<file path="config.mk">
export PLATFORM = sky130hd
export DESIGN_NAME = snd_regfront
export DESIGN_NICKNAME = d
export VERILOG_FILES = /design/src/rtl/snd_pkg.sv /design/src/rtl/snd_wr_decode.sv /design/src/rtl/snd_voice.sv /design/src/rtl/snd_regfront.sv
export SDC_FILE = /design/constraint.sdc
export NUM_CORES = 2
export LEC_CHECK = 0
export ABC_CLOCK_PERIOD_IN_PS = 2640
export BUFFER_PORTS_ARGS = -buffer_cell sky130_fd_sc_hd__buf_2
export CAP_MARGIN = 40
export CORE_AREA = 5 5 388 390
export DETAILED_ROUTE_END_ITERATION = 10
export DIE_AREA = 0 0 393 395
export HOLD_SLACK_MARGIN = 0.15
export MAX_ROUTING_LAYER = met4
export PLACE_DENSITY = 0.54
export SLEW_MARGIN = 0
export SYNTH_ARGS = -nofsm -noshare
export SYNTH_HDL_FRONTEND = slang
export SYNTH_SLANG_ARGS = --single-unit
</file>
<file path="constraint.sdc">
create_clock -name clk -period 2.64 [get_ports clk]
set_clock_uncertainty 0.05 [all_clocks]
set_input_delay 0.264 -clock clk [delete_from_list [all_inputs] [get_ports clk]]
set_output_delay 0.264 -clock clk [all_outputs]
set_load 0.005 [all_outputs]
</file>
<file path="src/rtl/snd_pkg.sv">
package snd_pkg;
    localparam int SEL_W   = 3;
    localparam int FREQ_W  = 12;
    localparam int LEVEL_W = 5;
    localparam int SMP_W   = 5;
    localparam int RATE_W  = 5;

    localparam logic [3:0] OFF_SEL    = 4'd0;
    localparam logic [3:0] OFF_MVOL   = 4'd1;
    localparam logic [3:0] OFF_FLO    = 4'd2;
    localparam logic [3:0] OFF_FHI    = 4'd3;
    localparam logic [3:0] OFF_CTRL   = 4'd4;
    localparam logic [3:0] OFF_PAN    = 4'd5;
    localparam logic [3:0] OFF_WAVE   = 4'd6;
    localparam logic [3:0] OFF_NOISE  = 4'd7;
    localparam logic [3:0] OFF_MODR   = 4'd8;
    localparam logic [3:0] OFF_MODC   = 4'd9;

    typedef enum logic [3:0] {
        K_NONE, K_SEL, K_MVOL, K_FLO, K_FHI, K_CTRL,
        K_PAN, K_WAVE, K_NOISE, K_MODR, K_MODC
    } wr_kind_e;

    typedef struct packed {
        logic [FREQ_W-1:0]  freq;
        logic [LEVEL_W-1:0] level;
        logic               enable;
        logic               direct;
        logic [7:0]         pan;
        logic               noise_en;
        logic [RATE_W-1:0]  noise_rate;
        logic [SMP_W-1:0]   direct_val;
    } voice_st_t;
endpackage

</file>
<file path="src/rtl/snd_wr_decode.sv">
module snd_wr_decode
    import snd_pkg::*;
(
    input  logic       wr_en,
    input  logic [3:0] wr_addr,
    input  logic       ctl_b7,
    input  logic [1:0] ctl_lo,
    output wr_kind_e   kind,
    output logic       kill_v1
);
    always_comb begin
        kind = K_NONE;
        if (wr_en) begin
            unique case (wr_addr)
                OFF_SEL:   kind = K_SEL;
                OFF_MVOL:  kind = K_MVOL;
                OFF_FLO:   kind = K_FLO;
                OFF_FHI:   kind = K_FHI;
                OFF_CTRL:  kind = K_CTRL;
                OFF_PAN:   kind = K_PAN;
                OFF_WAVE:  kind = K_WAVE;
                OFF_NOISE: kind = K_NOISE;
                OFF_MODR:  kind = K_MODR;
                OFF_MODC:  kind = K_MODC;
                default:   kind = K_NONE;
            endcase
        end
    end

    assign kill_v1 = (kind == K_MODC) && !ctl_b7 && (ctl_lo != 2'b00);
endmodule

</file>
<file path="src/rtl/snd_voice.sv">
module snd_voice
    import snd_pkg::*;
#(
    parameter int WAVE_DEPTH = 32,
    localparam int PTR_W = $clog2(WAVE_DEPTH)
) (
    input  logic             clk,
    input  logic             rst_n,
    input  wr_kind_e         kind,
    input  logic [7:0]       data,
    input  logic             hit,
    input  logic             noise_ok,
    input  logic             kill,
    input  logic [PTR_W-1:0] rd_idx,
    output voice_st_t        st,
    output logic [PTR_W-1:0] ptr,
    output logic [SMP_W-1:0] rd_smp
);
    logic [SMP_W-1:0] table_q [WAVE_DEPTH];
    logic [PTR_W-1:0] ptr_next;

    assign ptr_next = (ptr == PTR_W'(WAVE_DEPTH - 1)) ? '0 : ptr + 1'b1;
    assign rd_smp   = table_q[rd_idx];

    always_ff @(posedge clk) begin
        if (!rst_n) begin
            st  <= '0;
            ptr <= '0;
            for (int i = 0; i < WAVE_DEPTH; i++) table_q[i] <= '0;
        end else begin
            if (hit) begin
                unique case (kind)
                    K_FLO:  st.freq[7:0] <= data;
                    K_FHI:  st.freq[FREQ_W-1:8] <= data[FREQ_W-9:0];
                    K_CTRL: begin
                        st.level  <= data[LEVEL_W-1:0];
                        st.enable <= data[7];
                        st.direct <= data[6];
                        if (!data[7] && data[6]) ptr <= '0;
                    end
                    K_PAN:  st.pan <= data;
                    K_WAVE: begin
                        if (!st.direct) begin
                            table_q[ptr] <= data[SMP_W-1:0];
                            ptr          <= ptr_next;
                        end else begin
                            st.direct_val <= data[SMP_W-1:0];
                        end
                    end
                    K_NOISE: begin
                        st.noise_en   <= data[7] & noise_ok;
                        st.noise_rate <= (data[RATE_W-1:0] == '1) ?
                                         {{(RATE_W-1){1'b1}}, 1'b0} : data[RATE_W-1:0];
                    end
                    default: ;
                endcase
            end
            if (kill) st.enable <= 1'b0;
        end
    end
endmodule

</file>
<file path="src/rtl/snd_regfront.sv">
module snd_regfront
    import snd_pkg::*;
#(
    parameter int NUM_VOICES  = 6,
    parameter int NOISE_FIRST = 4,
    parameter int WAVE_DEPTH  = 32,
    localparam int PTR_W = $clog2(WAVE_DEPTH)
) (
    input  logic               clk,
    input  logic               rst_n,
    input  logic               wr_en,
    input  logic [3:0]         wr_addr,
    input  logic [7:0]         wr_data,
    input  logic [SEL_W-1:0]   rd_voice,
    input  logic [PTR_W-1:0]   rd_wave_idx,
    output logic [SEL_W-1:0]   cur_voice,
    output logic [3:0]         main_vol_l,
    output logic [3:0]         main_vol_r,
    output logic [FREQ_W-1:0]  rd_freq,
    output logic [LEVEL_W-1:0] rd_level,
    output logic               rd_enable,
    output logic               rd_direct,
    output logic [7:0]         rd_pan,
    output logic               rd_noise_en,
    output logic [RATE_W-1:0]  rd_noise_rate,
    output logic [PTR_W-1:0]   rd_wave_ptr,
    output logic [SMP_W-1:0]   rd_direct_val,
    output logic [7:0]         rd_wave_smp
);
    wr_kind_e             kind;
    logic                 kill_v1;
    voice_st_t            vst  [NUM_VOICES];
    logic [PTR_W-1:0]     vptr [NUM_VOICES];
    logic [SMP_W-1:0]     vsmp [NUM_VOICES];
    logic [NUM_VOICES-1:0] en_vec;

    snd_wr_decode dec_i (
        .wr_en   (wr_en),
        .wr_addr (wr_addr),
        .ctl_b7  (wr_data[7]),
        .ctl_lo  (wr_data[1:0]),
        .kind    (kind),
        .kill_v1 (kill_v1)
    );

    always_ff @(posedge clk) begin
        if (!rst_n) begin
            cur_voice  <= '0;
            main_vol_l <= '0;
            main_vol_r <= '0;
        end else begin
            unique case (kind)
                K_SEL:  cur_voice <= wr_data[SEL_W-1:0];
                K_MVOL: begin
                    main_vol_l <= wr_data[7:4];
                    main_vol_r <= wr_data[3:0];
                end
                default: ;
            endcase
        end
    end

    for (genvar v = 0; v < NUM_VOICES; v++) begin : g_voice
        snd_voice #(.WAVE_DEPTH(WAVE_DEPTH)) voice_i (
            .clk      (clk),
            .rst_n    (rst_n),
            .kind     (kind),
            .data     (wr_data),
            .hit      (cur_voice == SEL_W'(v)),
            .noise_ok (cur_voice >= SEL_W'(NOISE_FIRST)),
            .kill     ((v == 1) ? kill_v1 : 1'b0),
            .rd_idx   (rd_wave_idx),
            .st       (vst[v]),
            .ptr      (vptr[v]),
            .rd_smp   (vsmp[v])
        );
        assign en_vec[v] = vst[v].enable;
    end

    always_comb begin
        rd_freq       = '0;
        rd_level      = '0;
        rd_enable     = 1'b0;
        rd_direct     = 1'b0;
        rd_pan        = '0;
        rd_noise_en   = 1'b0;
        rd_noise_rate = '0;
        rd_wave_ptr   = '0;
        rd_direct_val = '0;
        rd_wave_smp   = '0;
        for (int v = 0; v < NUM_VOICES; v++) begin
            if (rd_voice == SEL_W'(v)) begin
                rd_freq       = vst[v].freq;
                rd_level      = vst[v].level;
                rd_enable     = vst[v].enable;
                rd_direct     = vst[v].direct;
                rd_pan        = vst[v].pan;
                rd_noise_en   = vst[v].noise_en;
                rd_noise_rate = vst[v].noise_rate;
                rd_wave_ptr   = vptr[v];
                rd_direct_val = vst[v].direct_val;
                rd_wave_smp   = 8'(vsmp[v]);
            end
        end
    end
endmodule

</file>
==> impl_metrics.env <==
export IMPL_run_status="finished with violations"
export IMPL_violations="negative setup slack"
export IMPL_fin_ws_ns=-0.848
export IMPL_worstSetupEndpointType="output port"
export IMPL_p_clk_frac=0.430
export IMPL_tightestPinTransition_ns=1.05
export IMPL_netlist_top_cells_count="960 x edfxtp_1, 771 x and2_1, 395 x nor2_1"
export IMPL_syn_avg_cell_area_um2=12.7
export IMPL_crit_slowest_cell="mux4_2"
export IMPL_crit_path_max_fanout=1
export IMPL_drt_iter0_drc=3436
export IMPL_seq_area_frac_synth=0.587
export IMPL_combPwrFrac=0.075
export IMPL_first_pass_iters=5
export IMPL_antenna_left=0
export IMPL_setup_viol=5
export IMPL_synthesis_instances=4580
export IMPL_swShare=0.235
export IMPL_required_ns=2.33
export IMPL_initial_core_util=0.397
export IMPL_antenna_found_initial=7
export IMPL_crit_buf_inv=2
export IMPL_cpMostUsedCell="mux4_2"
export IMPL_yosys_area_top_type="edfxtp_1"
export IMPL_cts_made_buffers=141
export IMPL_maxCapViolations=0
export IMPL_wire_per_inst_um=23.5
export IMPL_internal_power_uw=33800
export IMPL_globalplace_congestion=0.871
export IMPL_numPortBuffers=81
export IMPL_coreArea_um2=147000
export IMPL_cts_tree="done"
export IMPL_switching_power_uw=10400
export IMPL_min_period_over_period=1.32
export IMPL_grt_pass1_wl_um=251000
export IMPL_vias=38188
export IMPL_place_hpwl_um=110000
export IMPL_cts_root_buf="clkbuf_16"
export IMPL_r2r_start="cur_voice[2]"
export IMPL_start_kind="flop"
export IMPL_startpoint="g_voice[2].voice_i.table_q[30][4]"
export IMPL_drive_gt1_frac=0.249
export IMPL_min_path_type="primary input to flop"
export IMPL_cts_buffer_depth=3
export IMPL_htreeDepth=4
export IMPL_fin_tns_setup_ns=-3.57
export IMPL_hold_viol=0
export IMPL_rsz0062_at_grt="yes"
export IMPL_hold_ws_ns=0.257
export IMPL_ys_seq_elements=1229
export IMPL_clock_latency_ns=0.77
export IMPL_cp_top_family="multiplexers"
export IMPL_ys_flop_type="edfxtp_1"
export IMPL_vdd_drop_max_v=0.000596
export IMPL_fin_crit_ns=3.49
export IMPL_drv_slew=0
export IMPL_async_flop_share=0
export IMPL_grt_use_total=0.219
export IMPL_wl_um=165000
export IMPL_syn_area_um2=58300
export IMPL_grt_overflow=0
export IMPL_dieArea_um2=155000
export IMPL_min_from="wr_addr[3]"
export IMPL_ys_types=67
export IMPL_fin_total_pwr_uw=44200
export IMPL_synth_top_area_frac=0.495
export IMPL_slew_headroom=0.298
export IMPL_ys_warn_count=0
export IMPL_criticalPathCategory="flop to output port"
export IMPL_total_leakage_power_uw=0.0247
export IMPL_grt_max_degree=198
export IMPL_critPathArrivalTime_ns=3.17
export IMPL_vias_per_cell=5.43
export IMPL_drc=0
export IMPL_grt_pass1_vias=38353
export IMPL_slowest_delay_ns=0.54
export IMPL_yosys_top_cells_area="edfxtp_1 49%, mux4_2 11%, dfxtp_1 9.2%, and2_1 8.3%, mux2i_1 4.5%"
export IMPL_fin_nets=5046
export IMPL_rows=141
export IMPL_cts_setup_buffers=0
export IMPL_power_density_nw_per_um2=634
export IMPL_yosysMostFrequentCell="edfxtp_1"
export IMPL_p_seq_frac=0.494
export IMPL_crit_chain="mux4_2, mux4_2, a221oi_4, buf_4, nand4_1, buf_2"
export IMPL_die_y_um=395
export IMPL_die_w_um=393
export IMPL_cts_sinks=1229
export IMPL_clock_fmax_ghz=0.287
export IMPL_pin_count=85
export IMPL_synth_edf_count=960
export IMPL_path_clk_slew_ns=0.06
export IMPL_synthToLayoutAreaGrowth_pct=19.6
## cell families (layout without fill, tap and decap cells)
kind of cell             after synthesis  count (layout)  share of synthesized area
AO/OA/AOI/OAI                        472             472                     0.0461
adder cells (fa/ha/maj)               34              34                    0.00730
buffers and inverters                485            1008                     0.0345
flip-flops                          1229            1229                      0.587
multiplexers                         557             557                      0.159
other                                  1               5                  0.0000643
AND/OR/NAND/NOR                     1802            1802                      0.166
## cell type report
cell class,instances,area [µm²]
tap,1930,2410
antenna,2,5.00
clock buffer,180,3730
inverter,53,211
sequential,1229,34200
clock inverter,79,754
fill,13054,77100
multi-input combinational,2868,22400
timing repair buffer,696,5970
## sequential cells by signal, indices dropped and copies added (netlist names)
signal / flops
g_voice.voice_i.ptr: 30
main_vol_l: 4
g_voice.voice_i.table_q: 960
main_vol_r: 4
g_voice.voice_i.st: 228
cur_voice: 3
## power by group through the flow
stage / logic [µW] / registers (µW) / clock network (µW)
final: 3330 / 21800 / 19000
after global routing: 3520 / 21900 / 20300
after detailed placement: 3250 / 22300 / 0
after floorplan: 1850 / 22000 / 0
after CTS: 3340 / 21900 / 19400
after global placement: 3210 / 22300 / 0
## placed cells by master (no fill, tap or decap), types with 14 or more instances in the layout
cell type	netlist	routed
a21oi_1	141	139
a22oi_1	43	40
and2_1	771	771
and3_1	15	15
buf_12	0	68
buf_2	46	70
buf_4	16	538
clkbuf_1	335	33
clkbuf_16	0	141
clkinv_1	2	30
clkinv_2	0	23
dfxtp_1	269	259
edfxtp_1	960	960
ha_1	34	34
inv_1	51	47
mux2i_1	261	256
mux4_2	294	294
nand2_1	189	185
nand3_1	98	98
nand3b_1	24	24
nor2_1	395	393
nor3_1	207	204
o21ai_0	210	209
o221ai_1	17	15
o22ai_1	28	28
or3_1	14	14
## metal layers
metal,GRT usage,up-vias,part of all wire
li1,-,17568,-
met1,0.304,19274,0.45
met2,0.344,1139,0.48
met3,0.0326,207,0.058
met4,0.0491,0,0.019
met5,-,-,0
## repair_timing
action | 4_1_cts | 5_1_grt
setup endpoints to repair | 7 | 8
resized for setup | 50 | 7
pin swaps | 13 | 1
endpoints found under the hold margin | 309 | 0
hold buffers | 11 | 0
## worst register-to-register path, stage by stage (launching register included)
cell and delay, ns:
dfxtp_1 0.57, nor3b_2 0.29, nand3b_1 0.11, nor3_1 0.18, buf_4 0.18, nand2_1 0.09
buf_12 0.17, o21ai_0 0.28, buf_4 0.20
## metrics by stage
stage	util	instance area, µm²	setup slack, ns	instances
after floorplan	-	58300	0.0160	4582
after CTS	0.474	69600	-0.854	7035
after global routing	0.475	69700	-0.912	7037
after global placement	0.442	64800	-0.744	6767
after detailed placement	0.442	64800	-0.762	6767
final	0.475	69700	-0.848	7037
## worst paths after layout
| check | endpoint | slack (ns) | cells past startpoint |
|---|---|---|---|
| worst max-delay path | rd_wave_smp[4] | -0.85 | 6 |
| worst min-delay path | g_voice[0].voice_i.st[37] | 0.26 | 7 |
| worst max register to register | g_voice[4].voice_i.table_q[17][3] | 0.23 | 8 |
| worst min register to register | g_voice[0].voice_i.st[5] | 0.40 | 2 |
No activity file was read; power rests on OpenSTA's default activity.
